==> src/rtl/sram_pf_pkg.sv <==
package sram_pf_pkg;

   typedef enum logic [1:0] {
      MODE_SEALED = 2'd0,
      MODE_NORMAL = 2'd1,
      MODE_PROT   = 2'd2,
      MODE_BACKUP = 2'd3
   } pf_mode_e;

   typedef struct packed {
      logic ok;
      logic prot;
      logic bat;
   } pf_flags_t;

   localparam pf_flags_t FLAGS_DEAD = '{ok: 1'b0, prot: 1'b1, bat: 1'b1};

endpackage

==> src/rtl/sram_pf_sync.sv <==
module sram_pf_sync
   import sram_pf_pkg::*;
#(
   parameter int STAGES = 2
) (
   input  logic      clk_i,
   input  logic      rst_ni,
   input  pf_flags_t raw_i,
   output pf_flags_t sync_o
);

   generate
      if (STAGES == 0) begin : g_bypass
         assign sync_o = raw_i;
      end else begin : g_pipe
         pf_flags_t pipe_q [STAGES];

         always_ff @(posedge clk_i or negedge rst_ni) begin
            if (!rst_ni) begin
               for (int i = 0; i < STAGES; i++) pipe_q[i] <= FLAGS_DEAD;
            end else begin
               pipe_q[0] <= raw_i;
               for (int i = 1; i < STAGES; i++) pipe_q[i] <= pipe_q[i-1];
            end
         end

         assign sync_o = pipe_q[STAGES-1];
      end
   endgenerate

endmodule

==> src/rtl/sram_pf_supervisor.sv <==
module sram_pf_supervisor
   import sram_pf_pkg::*;
#(
   parameter int REC_CYC = 4
) (
   input  logic      clk_i,
   input  logic      rst_ni,
   input  pf_flags_t flg_i,
   output pf_mode_e  mode_o,
   output logic      access_ok_o
);

   localparam int CW = $clog2(REC_CYC + 1);

   pf_mode_e        st_q, st_d;
   logic [CW-1:0]   cnt_q, cnt_d;
   logic            supply_good;

   assign supply_good = flg_i.ok & ~flg_i.prot;

   always_comb begin
      st_d  = st_q;
      cnt_d = cnt_q;
      unique case (st_q)
         MODE_SEALED: begin
            if (supply_good) begin
               st_d  = MODE_PROT;
               cnt_d = CW'(1);
            end
         end
         MODE_NORMAL: begin
            if (!supply_good) begin
               st_d  = flg_i.bat ? MODE_BACKUP : MODE_PROT;
               cnt_d = '0;
            end
         end
         MODE_PROT: begin
            if (flg_i.bat) begin
               st_d  = MODE_BACKUP;
               cnt_d = '0;
            end else if (!supply_good) begin
               cnt_d = '0;
            end else if (cnt_q == CW'(REC_CYC)) begin
               st_d  = MODE_NORMAL;
               cnt_d = '0;
            end else begin
               cnt_d = cnt_q + CW'(1);
            end
         end
         MODE_BACKUP: begin
            if (!flg_i.bat) begin
               st_d  = MODE_PROT;
               cnt_d = '0;
            end
         end
         default: begin
            st_d  = MODE_PROT;
            cnt_d = '0;
         end
      endcase
   end

   always_ff @(posedge clk_i or negedge rst_ni) begin
      if (!rst_ni) begin
         st_q  <= MODE_SEALED;
         cnt_q <= '0;
      end else begin
         st_q  <= st_d;
         cnt_q <= cnt_d;
      end
   end

   assign mode_o      = st_q;
   assign access_ok_o = (st_q == MODE_NORMAL);

endmodule

==> src/rtl/sram_pf_wctl.sv <==
module sram_pf_wctl #(
   parameter int LANES  = 2,
   parameter int LANE_W = 8,
   parameter int ADDR_W = 6,
   localparam int DW    = LANES * LANE_W
) (
   input  logic              clk_i,
   input  logic              rst_ni,
   input  logic              access_ok_i,
   input  logic [LANES-1:0]  sel_n_i,
   input  logic              wr_n_i,
   input  logic [ADDR_W-1:0] addr_i,
   input  logic [DW-1:0]     wdata_i,
   output logic              commit_o,
   output logic [LANES-1:0]  commit_lanes_o,
   output logic [ADDR_W-1:0] commit_addr_o,
   output logic [DW-1:0]     commit_data_o
);

   logic              act_q, blocked_q;
   logic [LANES-1:0]  lanes_q, lanes_now;
   logic [ADDR_W-1:0] addr_q;
   logic [DW-1:0]     data_q;
   logic              end_now, start_ok;

   assign lanes_now = ~sel_n_i & {LANES{~wr_n_i}};
   assign start_ok  = access_ok_i & ~blocked_q & (|lanes_now);
   assign end_now   = act_q & (wr_n_i | (|(lanes_q & sel_n_i)));

   always_ff @(posedge clk_i or negedge rst_ni) begin
      if (!rst_ni) begin
         act_q     <= 1'b0;
         blocked_q <= 1'b0;
         lanes_q   <= '0;
         addr_q    <= '0;
         data_q    <= '0;
      end else begin
         if (wr_n_i) blocked_q <= 1'b0;
         if (end_now) begin
            act_q <= 1'b0;
            if (!wr_n_i) blocked_q <= 1'b1;
         end else if (!access_ok_i) begin
            act_q <= 1'b0;
         end else if (start_ok) begin
            act_q   <= 1'b1;
            lanes_q <= lanes_now;
            addr_q  <= addr_i;
            data_q  <= wdata_i;
         end
      end
   end

   assign commit_o       = end_now & access_ok_i;
   assign commit_lanes_o = lanes_q;
   assign commit_addr_o  = addr_q;
   assign commit_data_o  = data_q;

endmodule

==> src/rtl/sram_pf_array.sv <==
module sram_pf_array #(
   parameter int LANES  = 2,
   parameter int LANE_W = 8,
   parameter int ADDR_W = 6,
   localparam int DW    = LANES * LANE_W,
   localparam int DEPTH = 1 << ADDR_W
) (
   input  logic              clk_i,
   input  logic              commit_i,
   input  logic [LANES-1:0]  commit_lanes_i,
   input  logic [ADDR_W-1:0] commit_addr_i,
   input  logic [DW-1:0]     commit_data_i,
   input  logic [ADDR_W-1:0] rd_addr_i,
   input  logic [LANES-1:0]  drive_i,
   output logic [DW-1:0]     rdata_o
);

   generate
      for (genvar g = 0; g < LANES; g++) begin : g_lane
         logic [LANE_W-1:0] mem [DEPTH];

         always_ff @(posedge clk_i) begin
            if (commit_i && commit_lanes_i[g])
               mem[commit_addr_i] <= commit_data_i[g*LANE_W +: LANE_W];
         end

         assign rdata_o[g*LANE_W +: LANE_W] = drive_i[g] ? mem[rd_addr_i] : '0;
      end
   endgenerate

endmodule

==> src/rtl/sram_pf_top.sv <==
module sram_pf_top
   import sram_pf_pkg::*;
#(
   parameter int LANES       = 2,
   parameter int LANE_W      = 8,
   parameter int ADDR_W      = 6,
   parameter int REC_CYC     = 16,
   parameter int SYNC_STAGES = 2,
   parameter int FAIL_DLY    = 4,
   localparam int DW         = LANES * LANE_W
) (
   input  logic              clk_i,
   input  logic              rst_ni,
   input  logic              pwr_ok_i,
   input  logic              pwr_prot_i,
   input  logic              pwr_bat_i,
   input  logic [LANES-1:0]  sel_n_i,
   input  logic              wr_n_i,
   input  logic              rd_n_i,
   input  logic [ADDR_W-1:0] addr_i,
   input  logic [DW-1:0]     wdata_i,
   output logic [DW-1:0]     rdata_o,
   output logic [LANES-1:0]  lane_drive_o,
   output logic              backup_on_o,
   output logic              data_valid_o,
   output logic [1:0]        mode_o
);

   generate
      if (LANES < 1)                     begin : g_bad_lanes $error("LANES must be at least 1"); end
      if (LANE_W < 1)                    begin : g_bad_lw    $error("LANE_W must be at least 1"); end
      if (ADDR_W < 1 || ADDR_W > 12)     begin : g_bad_aw    $error("ADDR_W out of range"); end
      if (REC_CYC < 1)                   begin : g_bad_rec   $error("REC_CYC must be at least 1"); end
      if (SYNC_STAGES + 1 > FAIL_DLY)    begin : g_bad_dly   $error("fail-detect latency exceeds FAIL_DLY"); end
   endgenerate

   pf_flags_t         flags_raw, flags_s;
   pf_mode_e          mode;
   logic              access_ok;
   logic              commit;
   logic [LANES-1:0]  commit_lanes;
   logic [ADDR_W-1:0] commit_addr;
   logic [DW-1:0]     commit_data;
   logic [LANES-1:0]  drive;

   assign flags_raw = '{ok: pwr_ok_i, prot: pwr_prot_i, bat: pwr_bat_i};

   sram_pf_sync #(.STAGES(SYNC_STAGES)) u_sync (
      .clk_i  (clk_i),
      .rst_ni (rst_ni),
      .raw_i  (flags_raw),
      .sync_o (flags_s)
   );

   sram_pf_supervisor #(.REC_CYC(REC_CYC)) u_sup (
      .clk_i       (clk_i),
      .rst_ni      (rst_ni),
      .flg_i       (flags_s),
      .mode_o      (mode),
      .access_ok_o (access_ok)
   );

   sram_pf_wctl #(.LANES(LANES), .LANE_W(LANE_W), .ADDR_W(ADDR_W)) u_wctl (
      .clk_i          (clk_i),
      .rst_ni         (rst_ni),
      .access_ok_i    (access_ok),
      .sel_n_i        (sel_n_i),
      .wr_n_i         (wr_n_i),
      .addr_i         (addr_i),
      .wdata_i        (wdata_i),
      .commit_o       (commit),
      .commit_lanes_o (commit_lanes),
      .commit_addr_o  (commit_addr),
      .commit_data_o  (commit_data)
   );

   assign drive = (access_ok & wr_n_i & ~rd_n_i) ? ~sel_n_i : '0;

   sram_pf_array #(.LANES(LANES), .LANE_W(LANE_W), .ADDR_W(ADDR_W)) u_array (
      .clk_i          (clk_i),
      .commit_i       (commit),
      .commit_lanes_i (commit_lanes),
      .commit_addr_i  (commit_addr),
      .commit_data_i  (commit_data),
      .rd_addr_i      (addr_i),
      .drive_i        (drive),
      .rdata_o        (rdata_o)
   );

   assign lane_drive_o = drive;
   assign backup_on_o  = (mode == MODE_BACKUP);
   assign data_valid_o = (mode != MODE_SEALED);
   assign mode_o       = mode;

endmodule

==> config.mk <==
export PLATFORM = sky130hd
export DESIGN_NAME = sram_pf_top
export DESIGN_NICKNAME = d
export VERILOG_FILES = /design/src/rtl/sram_pf_pkg.sv /design/src/rtl/sram_pf_sync.sv /design/src/rtl/sram_pf_supervisor.sv /design/src/rtl/sram_pf_wctl.sv /design/src/rtl/sram_pf_array.sv /design/src/rtl/sram_pf_top.sv
export SDC_FILE = /design/constraint.sdc
export NUM_CORES = 1
export LEC_CHECK = 0
export BUFFER_PORTS_ARGS = -buffer_cell sky130_fd_sc_hd__buf_2
export CORE_ASPECT_RATIO = 1.4
export CORE_UTILIZATION = 45
export CTS_CLUSTER_DIAMETER = 200
export DETAILED_ROUTE_END_ITERATION = 6
export PLACE_DENSITY = 0.58
export SLEW_MARGIN = 25
export SYNTH_ARGS = -nofsm -noshare
export SYNTH_HDL_FRONTEND = slang
export SYNTH_HIERARCHICAL = 1
export SYNTH_SLANG_ARGS = --single-unit
==> constraint.sdc <==
create_clock -name clk_i -period 8.1 [get_ports clk_i]
set_input_delay 1.62 -clock clk_i [delete_from_list [all_inputs] [get_ports clk_i]]
set_output_delay 1.62 -clock clk_i [all_outputs]
set_load 0.05 [all_outputs]
==> run_results.csv <==
group,metric,value,unit
power_and_ir_drop,pwr-share-comb,0.076,
die,fp.dieW,259,µm
clock_network,htree_num_levels,3,
layout,final_util,0.506,
logic_synthesis,synth_area_leader_cell,"edfxtp_1",
clock_network,cts_tree,"yes",
logic_synthesis,synthMostInstantiatedCell,"edfxtp_1",
sta,worstMarginPinSlew,1.10,ns
setup_path,crit_type,"in -> out",
global_routing,grt_max_degree,74,
sta,slew_violations,0,
global_routing,grt_pass1_wl,142000,µm
clock_network,cts.path.max_buffers,3,
sta,clock.fmax,157,MHz
clock_network,cts_made_buffers,97,
clock_network,clk_pin_slew,0.06,ns
place,hpwl,59300,µm
flow_run,drv_cap,0,
min_path,hp-class,"reg -> reg",
power_and_ir_drop,power_leakage,0.0146,µW
layout,areaGrowthSynthToFinish,11.0,%
logic_synthesis,ys_seq_elements,1063,
route,num_vias,19717,
die,fp-row-count,131,
route,ant_nets,0,
clock_network,cts_sinks,1063,
clock_network,clockRootBuffer,"clkbuf_16",
logic_synthesis,synth_area_per_cell,21.8,µm²
route,drt_first_pass_iters,6,
power_and_ir_drop,power_frac_seq,0.577,
sta,fin_crit_sh,0.784,
sta,min_period,6.35,ns
setup_path,worst_path_largest_cell_delay,0.71,ns
place,place_inst,3087,
clock_network,post_cts_buffers,0,
logic_synthesis,synth_area_leaders,"edfxtp_1, mux4_2, dfrtp_1",
sta,finalHoldViolations,0,
clock_network,insertion_delay,0.68,ns
sta,rsz0062_at_grt,"no",
power_and_ir_drop,vdd_ir_drop_max,0.262,mV
logic_synthesis,synth_top_cell_area_share,0.739,
setup_path,crit_path_end_kind,"primary output",
status,outcome,"complete, no violations",
setup_path,critPathMaxFanout,31,
sta,slew_headroom,0.264,
route,drt-total-wl,96700,µm
layout,drive_gt1_frac,0.255,
die,start_util,0.456,
setup_path,cp_slowest_cell,"buf_2",
global_routing,grt_antenna_before_repair,3,
setup_path,critPathLaunchType,"input port",
logic_synthesis,syn_nets,1949,
sta,setup_violations,0,
global_routing,first_global_vias,20147,
power_and_ir_drop,pwr-share-clk,0.347,
place,gp_congestion,0.794,
route,drt_first_iter_violations,1842,
global_routing,track_usage,0.211,
die,die_height,362,µm
logic_synthesis,synth_area,41600,µm²
logic_synthesis,synth_edf_count,1024,
logic_synthesis,async_flop_share,0.0367,
logic_synthesis,ys_seq_area_frac,0.763,
route,drc,0,
power_and_ir_drop,intPower,9720,µW
clock_network,holdBufCountCts,0,
layout,nNetsFinal,2026,
die,core_region_area,91300,µm²
logic_synthesis,synthFlopType,"edfxtp_1",
power_and_ir_drop,power_density,281,nW/µm²
place,place_ws,1.75,ns
global_routing,overflow,0,
sta,finalSetupTns,0,ns
sta,fin_skew,0.0245,ns
place,io_buffers,52,
die,ios,53,
route,routedWlPerCell,29.6,µm
logic_synthesis,synthTopCellsByCount,"edfxtp_1, mux4_2, nor2_1",
setup_path,crit_arrival,4.73,ns
power_and_ir_drop,p_sw,3260,µW
route,via_per_inst,6.04,
setup_path,cp_common_cell,"buf_2",
sta,fin_ws,1.75,ns
setup_path,path_cells,"buf_2 > nor2b_1 > nand2b_1 > o22ai_1 > a211oi_1 > a22o_1 > buf_2",
layout,diodes,0,
logic_synthesis,ys_types,60,
power_and_ir_drop,p_sw_frac,0.251,
setup_path,rrSetupSlack,4.44,ns
layout,finalNonFillerCells,3267,
power_and_ir_drop,p_total,13000,µW
die,die-area,93700,µm²
setup_path,cp_data_required_time,6.48,ns
logic_synthesis,syn_inst,1912,
clock_network,cts_repair_resize_count,0,
logic_synthesis,yosys_warnings,6,
[flip-flops by register name (all words and copies together), names as in the netlist, 2 cells and up]
| register | cells |
|---|---|
| u_array/g_lane.mem | 1024 |
| u_sup/cnt_q | 5 |
| u_sync/g_pipe.pipe_q | 3 |
| u_sup/mode_o | 2 |
| u_wctl/commit_data_o | 16 |
| u_sync/sync_o | 3 |
| u_wctl/commit_addr_o | 6 |
| u_wctl/commit_lanes_o | 2 |
[stage by stage]
step                      hold WS, ns  area [µm²]
after floorplan                 0.331       41600
after global routing            0.364       46200
final                           0.348       46200
after global placement          0.339       43000
after detailed placement        0.342       43100
after CTS                       0.356       46200
[cells by family (layout without fill, tap and decap cells)]
kind of cell | count (synthesis) | in the layout | share of synthesized area
compound gates | 131 | 131 | 0.0226
buf+inv | 121 | 279 | 0.0174
mux | 349 | 349 | 0.168
simple gates | 242 | 242 | 0.0276
fa+ha+maj | 6 | 6 | 0.00181
flops | 1063 | 1063 | 0.763
[layout make-up]
| type | instances | area [µm²] |
|---|---|---|
| Multi-Input combinational cell | 728 | 9140 |
| Timing Repair Buffer | 80 | 584 |
| Fill cell | 7151 | 45100 |
| Inverter | 19 | 71.3 |
| Tap cell | 1197 | 1500 |
| Clock inverter | 54 | 464 |
| Clock buffer | 126 | 2640 |
| Sequential cell | 1063 | 31800 |
[layer usage]
metal  track usage  share of wire
met3        0.0346          0.060
met5       0.00262        0.00034
met2         0.349           0.51
met1         0.287           0.41
met4        0.0647          0.026
[critical path, delay by kind of cell]
kind | cells | cell delay (ns)
buffers and inverters | 2 | 0.93
AOI/OAI and AO/OA | 3 | 1.03
and+or+nand+nor | 2 | 1.13
[power by group through the flow]
| stage | Combinational [µW] | Sequential (µW) | Clock, µW |
|---|---|---|---|
| 6_report | 983 | 7490 | 4510 |
| 5_1_grt | 1040 | 7570 | 4800 |
| 4_1_cts | 984 | 7520 | 4610 |
| 3_5_place_dp | 982 | 7640 | 0 |
| 3_3_place_gp | 952 | 7580 | 0 |
| 2_1_floorplan | 530 | 7400 | 0 |
[path summary, 6_finish.rpt]
path	from	end	cells past startpoint
hold / removal	u_sync/g_pipe.pipe_q[5]$_DFF_PN0_	u_sync/sync_o[2]$_DFF_PN0_	0
hold reg to reg	u_sync/g_pipe.pipe_q[5]$_DFF_PN0_	u_sync/sync_o[2]$_DFF_PN0_	0
setup reg to reg	u_sup/mode_o[1]$_DFFE_PN0P_	u_array/g_lane[1].mem[33][1]$_DFFE_PP_	6
setup / recovery	addr_i[4]	rdata_o[1]	7
min in group asynchronous	rst_ni	u_wctl/commit_data_o[15]$_DFFE_PN0P_	1
max in group asynchronous	rst_ni	u_wctl/commit_data_o[7]$_DFFE_PN0P_	1
[placed cells by master, fill, tap and decap left out, drive strengths merged, types with 3 or more instances in the layout]
cell type / n
buf: 80
a21oi: 22
clkbuf: 126
nand3: 9
and2: 7
dfstp: 4
bufinv: 8
nand2: 28
clkinvlp: 3
ha: 6
or2: 3
mux2: 27
nand2b: 20
or3b: 3
o21a: 3
nor2b: 8
nand3b: 8
clkinv: 40
a21o: 4
a211oi: 18
mux2i: 53
or3: 4
a211o: 3
nor2: 141
inv: 22
o221ai: 14
dfrtp: 35
mux4: 269
o211ai: 4
o22ai: 34
a2111oi: 3
edfxtp: 1024
o21ai: 8
a22o: 10
Note: power is estimated with default switching activity, not from simulation.
